## src/rtl/boot_seq_pkg.sv

```systemverilog
package boot_seq_pkg;
  typedef struct packed {
    logic mem_host;
    logic no_auto;
    logic src_host;
  } boot_mode_t;
endpackage

```

## src/rtl/boot_strap_latch.sv

```systemverilog
module boot_strap_latch
  import boot_seq_pkg::*;
(
  input  logic       clk_i,
  input  logic       rst_ni,
  input  logic       strap_mem_i,
  input  logic       strap_noboot_i,
  input  logic       strap_src_i,
  output boot_mode_t mode_o,
  output logic       active_o
);
  logic       hold_q;
  boot_mode_t mode_q;

  always_ff @(posedge clk_i or negedge rst_ni) begin
    if (!rst_ni) hold_q <= 1'b1;
    else         hold_q <= 1'b0;
  end

  // capture window: all reset edges plus the first edge after release
  always_ff @(posedge clk_i) begin
    if (hold_q) mode_q <= '{mem_host: strap_mem_i, no_auto: strap_noboot_i, src_host: strap_src_i};
  end

  assign mode_o   = mode_q;
  assign active_o = ~hold_q;
endmodule

```

## src/rtl/boot_byte_loader.sv

```systemverilog
module boot_byte_loader #(
  parameter int BOOT_WORDS = 32,
  parameter int PM_AW      = 14,
  parameter int PM_DW      = 24,
  parameter int BM_AW      = 16
) (
  input  logic             clk_i,
  input  logic             rst_ni,
  input  logic             en_i,
  output logic             bm_req_o,
  output logic [BM_AW-1:0] bm_addr_o,
  input  logic [7:0]       bm_rdata_i,
  output logic             pm_we_o,
  output logic [PM_AW-1:0] pm_addr_o,
  output logic [PM_DW-1:0] pm_wdata_o,
  output logic             last_o
);
  localparam int BPW    = PM_DW / 8;
  localparam int BYTES  = BPW * BOOT_WORDS;
  localparam int CNT_W  = $clog2(BYTES + 1);
  localparam int LANE_W = (BPW > 1) ? $clog2(BPW) : 1;
  localparam int ACC_W  = PM_DW - 8;

  logic [CNT_W-1:0]  issue_q;
  logic              pend_q;
  logic [LANE_W-1:0] lane_q;
  logic [ACC_W-1:0]  acc_q;
  logic [PM_AW-1:0]  word_q;
  logic              we_q, last_q;
  logic [PM_AW-1:0]  waddr_q;
  logic [PM_DW-1:0]  wdata_q;

  assign bm_req_o  = en_i && (issue_q < CNT_W'(BYTES));
  assign bm_addr_o = BM_AW'(issue_q);

  always_ff @(posedge clk_i or negedge rst_ni) begin
    if (!rst_ni) begin
      issue_q <= '0;
      pend_q  <= 1'b0;
      lane_q  <= '0;
      acc_q   <= '0;
      word_q  <= '0;
      we_q    <= 1'b0;
      last_q  <= 1'b0;
      waddr_q <= '0;
      wdata_q <= '0;
    end else begin
      we_q   <= 1'b0;
      last_q <= 1'b0;
      pend_q <= bm_req_o;
      if (bm_req_o) issue_q <= issue_q + 1'b1;
      if (pend_q) begin
        if (lane_q == LANE_W'(BPW - 1)) begin
          we_q    <= 1'b1;
          waddr_q <= word_q;
          wdata_q <= {acc_q, bm_rdata_i};
          last_q  <= (word_q == PM_AW'(BOOT_WORDS - 1));
          word_q  <= word_q + 1'b1;
          lane_q  <= '0;
        end else begin
          acc_q  <= {acc_q[ACC_W-9:0], bm_rdata_i};
          lane_q <= lane_q + 1'b1;
        end
      end
    end
  end

  assign pm_we_o    = we_q;
  assign pm_addr_o  = waddr_q;
  assign pm_wdata_o = wdata_q;
  assign last_o     = last_q;
endmodule

```

## src/rtl/boot_host_watch.sv

```systemverilog
module boot_host_watch #(
  parameter int PM_AW = 14
) (
  input  logic             en_i,
  input  logic             host_we_i,
  input  logic [PM_AW-1:0] host_addr_i,
  output logic             release_o
);
  assign release_o = en_i && host_we_i && (host_addr_i == '0);
endmodule

```

## src/rtl/boot_seq_top.sv

```systemverilog
module boot_seq_top
  import boot_seq_pkg::*;
#(
  parameter int BOOT_WORDS = 32,
  parameter int PM_AW      = 14,
  parameter int PM_DW      = 24,
  parameter int BM_AW      = 16
) (
  input  logic             clk_i,
  input  logic             rst_ni,
  input  logic             strap_mem_i,
  input  logic             strap_noboot_i,
  input  logic             strap_src_i,
  output logic             bm_req_o,
  output logic [BM_AW-1:0] bm_addr_o,
  input  logic [7:0]       bm_rdata_i,
  output logic             pm_we_o,
  output logic [PM_AW-1:0] pm_addr_o,
  output logic [PM_DW-1:0] pm_wdata_o,
  input  logic             host_we_i,
  input  logic [PM_AW-1:0] host_addr_i,
  output logic             mem_host_o,
  output logic             boot_done_o,
  output logic             run_o
);
  boot_mode_t mode;
  logic       active, byte_en, host_en, byte_last, host_rel, release_c, run_q;

  boot_strap_latch u_strap (
    .clk_i, .rst_ni, .strap_mem_i, .strap_noboot_i, .strap_src_i,
    .mode_o(mode), .active_o(active)
  );

  assign byte_en = active && !mode.no_auto && !mode.src_host;
  assign host_en = active && !mode.no_auto && mode.src_host && !run_q;

  boot_byte_loader #(
    .BOOT_WORDS(BOOT_WORDS), .PM_AW(PM_AW), .PM_DW(PM_DW), .BM_AW(BM_AW)
  ) u_bytes (
    .clk_i, .rst_ni, .en_i(byte_en),
    .bm_req_o, .bm_addr_o, .bm_rdata_i,
    .pm_we_o, .pm_addr_o, .pm_wdata_o, .last_o(byte_last)
  );

  boot_host_watch #(.PM_AW(PM_AW)) u_host (
    .en_i(host_en), .host_we_i, .host_addr_i, .release_o(host_rel)
  );

  always_comb begin
    release_c = 1'b0;
    if (active && !run_q) begin
      if (mode.no_auto)       release_c = 1'b1;
      else if (mode.src_host) release_c = host_rel;
      else                    release_c = byte_last;
    end
  end

  always_ff @(posedge clk_i or negedge rst_ni) begin
    if (!rst_ni)        run_q <= 1'b0;
    else if (release_c) run_q <= 1'b1;
  end

  assign boot_done_o = release_c;
  assign run_o       = run_q;
  assign mem_host_o  = mode.mem_host;
endmodule

```

## config.mk

```make
export PLATFORM = sky130hd
export DESIGN_NAME = boot_seq_top
export DESIGN_NICKNAME = d
export VERILOG_FILES = /design/src/rtl/boot_seq_pkg.sv /design/src/rtl/boot_strap_latch.sv /design/src/rtl/boot_byte_loader.sv /design/src/rtl/boot_host_watch.sv /design/src/rtl/boot_seq_top.sv
export SDC_FILE = /design/constraint.sdc
export NUM_CORES = 1
export LEC_CHECK = 0
export CAP_MARGIN = 20
export CORE_MARGIN = 10
export CORE_UTILIZATION = 53
export DETAILED_ROUTE_END_ITERATION = 16
export PLACE_DENSITY = 0.93
export SLEW_MARGIN = 20
export SYNTH_ARGS = -nofsm -noshare
export SYNTH_HDL_FRONTEND = slang
export SYNTH_HIERARCHICAL = 1
export SYNTH_SLANG_ARGS = --single-unit
```

## constraint.sdc

```tcl
create_clock -name clk_i -period 4.6 [get_ports clk_i]
set_clock_uncertainty 0.15 [all_clocks]
set_input_delay 0.92 -clock clk_i [delete_from_list [all_inputs] [get_ports clk_i]]
set_output_delay 0.92 -clock clk_i [all_outputs]
set_load 0.02 [all_outputs]
```

# == Word level (Yosys, flattened, before mapping) ==
# Index checks and enable logic that the tools add are counted.
# totals
register_bits,85
latch_bits,0
ramBits,0
rom_bits,0
input_bits,28
output_inout_bits,59
word_cells,44
mem_count,0
# op_classes
add_sub_neg,3
n_mul,0
div,0
n_lt_le_gt_ge,1
eq_ne,2
shifts,0
mux,8
bitwise_logic,2
n_reduce_logical,14
# op_table
op,count
adder 14 x 1 -> 14 bit (second input constant),1
== test 14 x 5 -> 1 bit (second input constant),1
logical NOT 14 bit,1
logical AND 1 bit,8
adder 7 x 1 -> 7 bit (second input constant),1
less-than comparator 7 bit (second input constant),1
two-way mux 1 bit,7
AND reduction 2 bit,2
logical NOT 1 bit,3
adder 2 x 1 -> 2 bit (second input constant),1
== test 2 bit (second input constant),1
two-way mux 2 bit,1
NOT 1 bit,2

# == Depth between registers and ports, before layout ==
# depth
depth_word,9
ltp_mapped,7

# == By module ==
# The synthesis kept the hierarchy.
# modules_own_cells
mod,n_inst,cells_each,area_per_inst_um2,seq_area_each_um2
boot_byte_loader,1,301,3286.9,2001.9
boot_strap_latch,1,6,123.9,116.4
boot_seq_top,1,10,82.6,25.0
boot_host_watch,1,5,37.5,0.0

# == Worst setup path after synthesis ==
# OpenSTA, ideal clock, no wires.
# synth_timing
path_kind,input to output
from,in host_addr_i[2]
to,out boot_done_o
arrival_ns,1.797
required_time_ns,3.530
path_slack_ns,1.733
stages,4
path_cell_list,nor4_1 > and4_1 > mux2i_1 > a21oi_1
# synth_via
elab_chain_cells,5
# synth_lines
element,line,text
start: declaration,boot_seq_top.sv:21,"input logic [PM_AW-1:0] host_addr_i,"
logical NOT 14 bit,boot_host_watch.sv:9,assign release_o = en_i && host_we_i && (host_addr_i == '0);
logical AND 1 bit,boot_host_watch.sv:9,
net host_rel,boot_seq_top.sv:27,"logic active, byte_en, host_en, byte_last, host_rel, release_c, run_q;"
two-way mux 1 bit,boot_seq_top.sv:53,else if (mode.src_host) release_c = host_rel;
two-way mux 1 bit,boot_seq_top.sv:52,if (mode.no_auto) release_c = 1'b1;
two-way mux 1 bit,boot_seq_top.sv:51,if (active && !run_q) begin
end: declaration,boot_seq_top.sv:23,"output logic boot_done_o,"
# The timed path passes the listed nets, and every way through them passes these cells.

# == Final worst setup path ==
# layout_timing
from,in host_addr_i[9]
to,out boot_done_o
# The elaborated chain is that of the path after synthesis.

==> metrics.txt <==
# TYPE chip_impl_metric gauge
chip_impl_metric{name="grtUsageTotal",unit=""} 0.155
chip_impl_metric{name="period_minus_ws_final",unit="ns"} 3.81
chip_impl_info{name="cp-end-kind",value="primary output"} 1
chip_impl_metric{name="max_cap_violations",unit=""} 0
chip_impl_metric{name="fp-row-count",unit=""} 29
chip_impl_metric{name="cts.htree.levels",unit=""} 3
chip_impl_metric{name="cellPowerDensity",unit="mW/mm2"} 521
chip_impl_metric{name="clk_transition_reported_paths",unit="ns"} 0.08
chip_impl_metric{name="synth.ff_latch_count",unit=""} 85
chip_impl_metric{name="crit_arrival",unit="ns"} 2.74
chip_impl_metric{name="timing.final.hold_violations",unit=""} 0
chip_impl_metric{name="seq_area_frac_synth",unit=""} 0.607
chip_impl_info{name="setup_repair_after_global_routing_missed_its_margin",value="false"} 1
chip_impl_metric{name="initial_utilization",unit=""} 0.550
chip_impl_metric{name="cts_resized",unit=""} 0
chip_impl_metric{name="worstSkewPairLatency",unit="ns"} 0.35
chip_impl_metric{name="detail_route.drc_violations",unit=""} 0
chip_impl_metric{name="wl_per_cell",unit="um"} 16.0
chip_impl_metric{name="cellLeakagePower",unit="nW"} 2.18
chip_impl_metric{name="postCtsSetupRepairBufs",unit=""} 0
chip_impl_metric{name="final_layout_size_suffix_gt1_frac",unit=""} 0.0819
chip_impl_info{name="tritoncts_clock_tree",value="done"} 1
chip_impl_metric{name="chipHeight",unit="um"} 102
chip_impl_metric{name="final_net_count",unit=""} 428
chip_impl_metric{name="setup_violations",unit=""} 0
chip_impl_metric{name="area_growth_syn_to_layout",unit="%"} 27.1
chip_impl_metric{name="max_slew_margin",unit=""} 0.335
chip_impl_metric{name="grt_first_pass_wirelength",unit="um"} 12600
chip_impl_metric{name="timing.final.max_slew_violations",unit=""} 0
chip_impl_info{name="synth-main-ff-cell",value="sky130_fd_sc_hd__dfrtp_1"} 1
chip_impl_metric{name="async_flop_share",unit=""} 0.965
chip_impl_info{name="synth.cells.most_frequent",value="sky130_fd_sc_hd__nand2_1, sky130_fd_sc_hd__dfrtp_1, sky130_fd_sc_hd__buf_4, sky130_fd_sc_hd__mux2_1, sky130_fd_sc_hd__xor2_1"} 1
chip_impl_metric{name="place.detailed.hpwl",unit="um"} 5380
chip_impl_metric{name="detail_route.vias_per_cell",unit=""} 5.12
chip_impl_metric{name="tritoncts_num_sinks",unit=""} 85
chip_impl_metric{name="dp_cells",unit=""} 464
chip_impl_info{name="post-synth-top-count-cell",value="sky130_fd_sc_hd__nand2_1"} 1
chip_impl_metric{name="crit_fanout",unit=""} 2
chip_impl_metric{name="via_count",unit=""} 2456
chip_impl_info{name="worst_hold_path_class",value="flop to flop"} 1
chip_impl_info{name="setup.worst_path.class",value="input port to primary output"} 1
chip_impl_metric{name="worst_ir_drop_vdd",unit="mV"} 0.451
chip_impl_metric{name="coreArea",unit="mm2"} 0.00642
chip_impl_metric{name="synth_top_area_frac",unit=""} 0.574
chip_impl_metric{name="final.setup.tns",unit="ns"} 0
chip_impl_metric{name="max-clock-path-buffers",unit=""} 2
chip_impl_metric{name="die-width",unit="um"} 102
chip_impl_metric{name="io-pin-count",unit=""} 87
chip_impl_metric{name="grt_max_degree",unit=""} 83
chip_impl_metric{name="placement.io_buffers",unit=""} 77
chip_impl_metric{name="drt_pre_antenna_iters",unit=""} 4
chip_impl_metric{name="ant_nets",unit=""} 0
chip_impl_metric{name="dp_slack",unit="ns"} 0.768
chip_impl_info{name="clockRootBuffer",value="sky130_fd_sc_hd__clkbuf_8"} 1
chip_impl_metric{name="gp_congestion",unit=""} 0.820
chip_impl_info{name="yosysTopAreaCell",value="sky130_fd_sc_hd__dfrtp_1"} 1
chip_impl_info{name="main_area_contributors_after_synthesis",value="sky130_fd_sc_hd__dfrtp_1, sky130_fd_sc_hd__nand2_1, sky130_fd_sc_hd__mux2_1"} 1
chip_impl_metric{name="max_freq",unit="MHz"} 263
chip_impl_metric{name="timing.critical_path.required",unit="ns"} 3.53
chip_impl_metric{name="totalPowerFinal",unit="W"} 0.00234
chip_impl_metric{name="die-area",unit="mm2"} 0.0103
chip_impl_metric{name="routed_wl",unit="um"} 7700
chip_impl_metric{name="yosys_warnings",unit=""} 6
chip_impl_metric{name="netlist_instances",unit=""} 322
chip_impl_info{name="crit_path_start_kind",value="input port"} 1
chip_impl_info{name="outcome",value="completed"} 1
chip_impl_metric{name="antennaDiodeCount",unit=""} 0
chip_impl_metric{name="via_count_of_the_first_global_routing_pass",unit=""} 2564
chip_impl_metric{name="synth_enable_flop_cells",unit=""} 3
chip_impl_metric{name="part_of_the_cycle_the_worst_path_needs",unit=""} 0.827
chip_impl_metric{name="number_of_antenna_violations_at_the_first_check_in_global_routing",unit=""} 0
chip_impl_metric{name="hold_slack",unit="ns"} 0.325
chip_impl_metric{name="cts_hold_buf",unit=""} 0
chip_impl_metric{name="drtIter0Drc",unit=""} 86
chip_impl_metric{name="grt_overflow_total",unit=""} 0
chip_impl_metric{name="synth.cell_area",unit="mm2"} 0.00353
chip_impl_metric{name="final.setup.worst_slack",unit="ns"} 0.794
chip_impl_metric{name="final_cells",unit=""} 480
chip_impl_metric{name="synth_cell_type_count",unit=""} 38
chip_impl_metric{name="syn_avg_cell_area",unit="um2"} 11.0
chip_impl_metric{name="worstMarginPinSlew",unit="ns"} 0.998
chip_impl_metric{name="cts_inserted_buffers",unit=""} 9
## metrics by stage
stage	utilization	cell area, um2
floorplan	-	3560
global placement	0.668	4290
detailed placement	0.668	4290
CTS	0.699	4490
global route	0.699	4490
finish	0.699	4490
## state kept, by name (all words and copies together) (netlist names), 2 cells and up
| register | cells |
|---|---|
| u_strap/mode_o | 3 |
| u_bytes/pm_addr_o | 14 |
| u_bytes/pm_wdata_o | 24 |
| u_bytes/acc_q | 16 |
| u_bytes/lane_q | 2 |
| u_bytes/issue_q | 7 |
| u_bytes/word_q | 14 |
## metal layers
metal  up-vias  wire length, um  GRT usage
met2        88             3670      0.254
met3         8              911     0.0844
met4         0               86     0.0528
met5         -                0          0
li1       1174                -          -
met1      1186             3020      0.166
## final timing paths
check | from | endpoint | slack (ns) | cells past startpoint
setup / recovery | host_addr_i[9] | boot_done_o | 0.79 | 6
hold / removal | u_bytes/acc_q[14] | u_bytes/pm_wdata_o[22] | 0.33 | 2
setup reg to reg | u_bytes/lane_q[0] | u_bytes/word_q[2] | 2.84 | 4
hold reg to reg | u_bytes/acc_q[14] | u_bytes/pm_wdata_o[22] | 0.33 | 2
max in group asynchronous | rst_ni | u_bytes/pm_addr_o[12] | 3.08 | 1
min in group asynchronous | rst_ni | u_bytes/acc_q[3] | 0.59 | 1
## final cells by class
class | count | area, um2
tap | 77 | 96.3
sequential | 85 | 2140
fill | 469 | 1930
timing repair buffer | 78 | 776
clock buffer | 12 | 156
clock inverter | 4 | 45.0
inverter | 5 | 18.8
multi-input combinational | 219 | 1250
## cells by family after synthesis
group	Yosys count	share of synthesized area
adders and majority gates	2	0.00709
DFF	85	0.607
AOI/OAI and AO/OA	7	0.0156
buffers and inverters	26	0.0464
muxes	19	0.0602
other	2	0.00213
and+or+nand+nor	163	0.217
xor gates and xnor gates	18	0.0446
## power by group
group          switching (W)  total [W]  internal, W
sequential          0.000146    0.00110     0.000955
clock               0.000250   0.000532     0.000282
combinational       0.000364   0.000708     0.000343
total               0.000760    0.00234      0.00158
## worst max-delay path, cell delays in order
cell                              delay, ns
sky130_fd_sc_hd__clkdlybuf4s50_1       0.39
sky130_fd_sc_hd__nor4_1                0.31
sky130_fd_sc_hd__and4_1                0.24
sky130_fd_sc_hd__mux2i_1               0.09
sky130_fd_sc_hd__a21oi_1               0.15
sky130_fd_sc_hd__clkdlybuf4s50_1       0.62
## placed cells by master (no fill, tap or decap), types with 3 or more instances in the layout
master / count
sky130_fd_sc_hd__nand3_1: 4
sky130_fd_sc_hd__nand2_1: 123
sky130_fd_sc_hd__mux2_2: 8
sky130_fd_sc_hd__nor2_1: 6
sky130_fd_sc_hd__xnor2_1: 8
sky130_fd_sc_hd__nand4_1: 6
sky130_fd_sc_hd__xor2_1: 10
sky130_fd_sc_hd__conb_1: 10
sky130_fd_sc_hd__inv_1: 4
sky130_fd_sc_hd__clkbuf_8: 9
sky130_fd_sc_hd__clkinv_2: 3
sky130_fd_sc_hd__mux2_1: 10
sky130_fd_sc_hd__clkdlybuf4s50_1: 76
sky130_fd_sc_hd__nor4_1: 7
sky130_fd_sc_hd__nor3_1: 3
sky130_fd_sc_hd__edfxtp_1: 3
sky130_fd_sc_hd__dfrtp_1: 81
No activity file was read; power rests on OpenSTA's default activity.
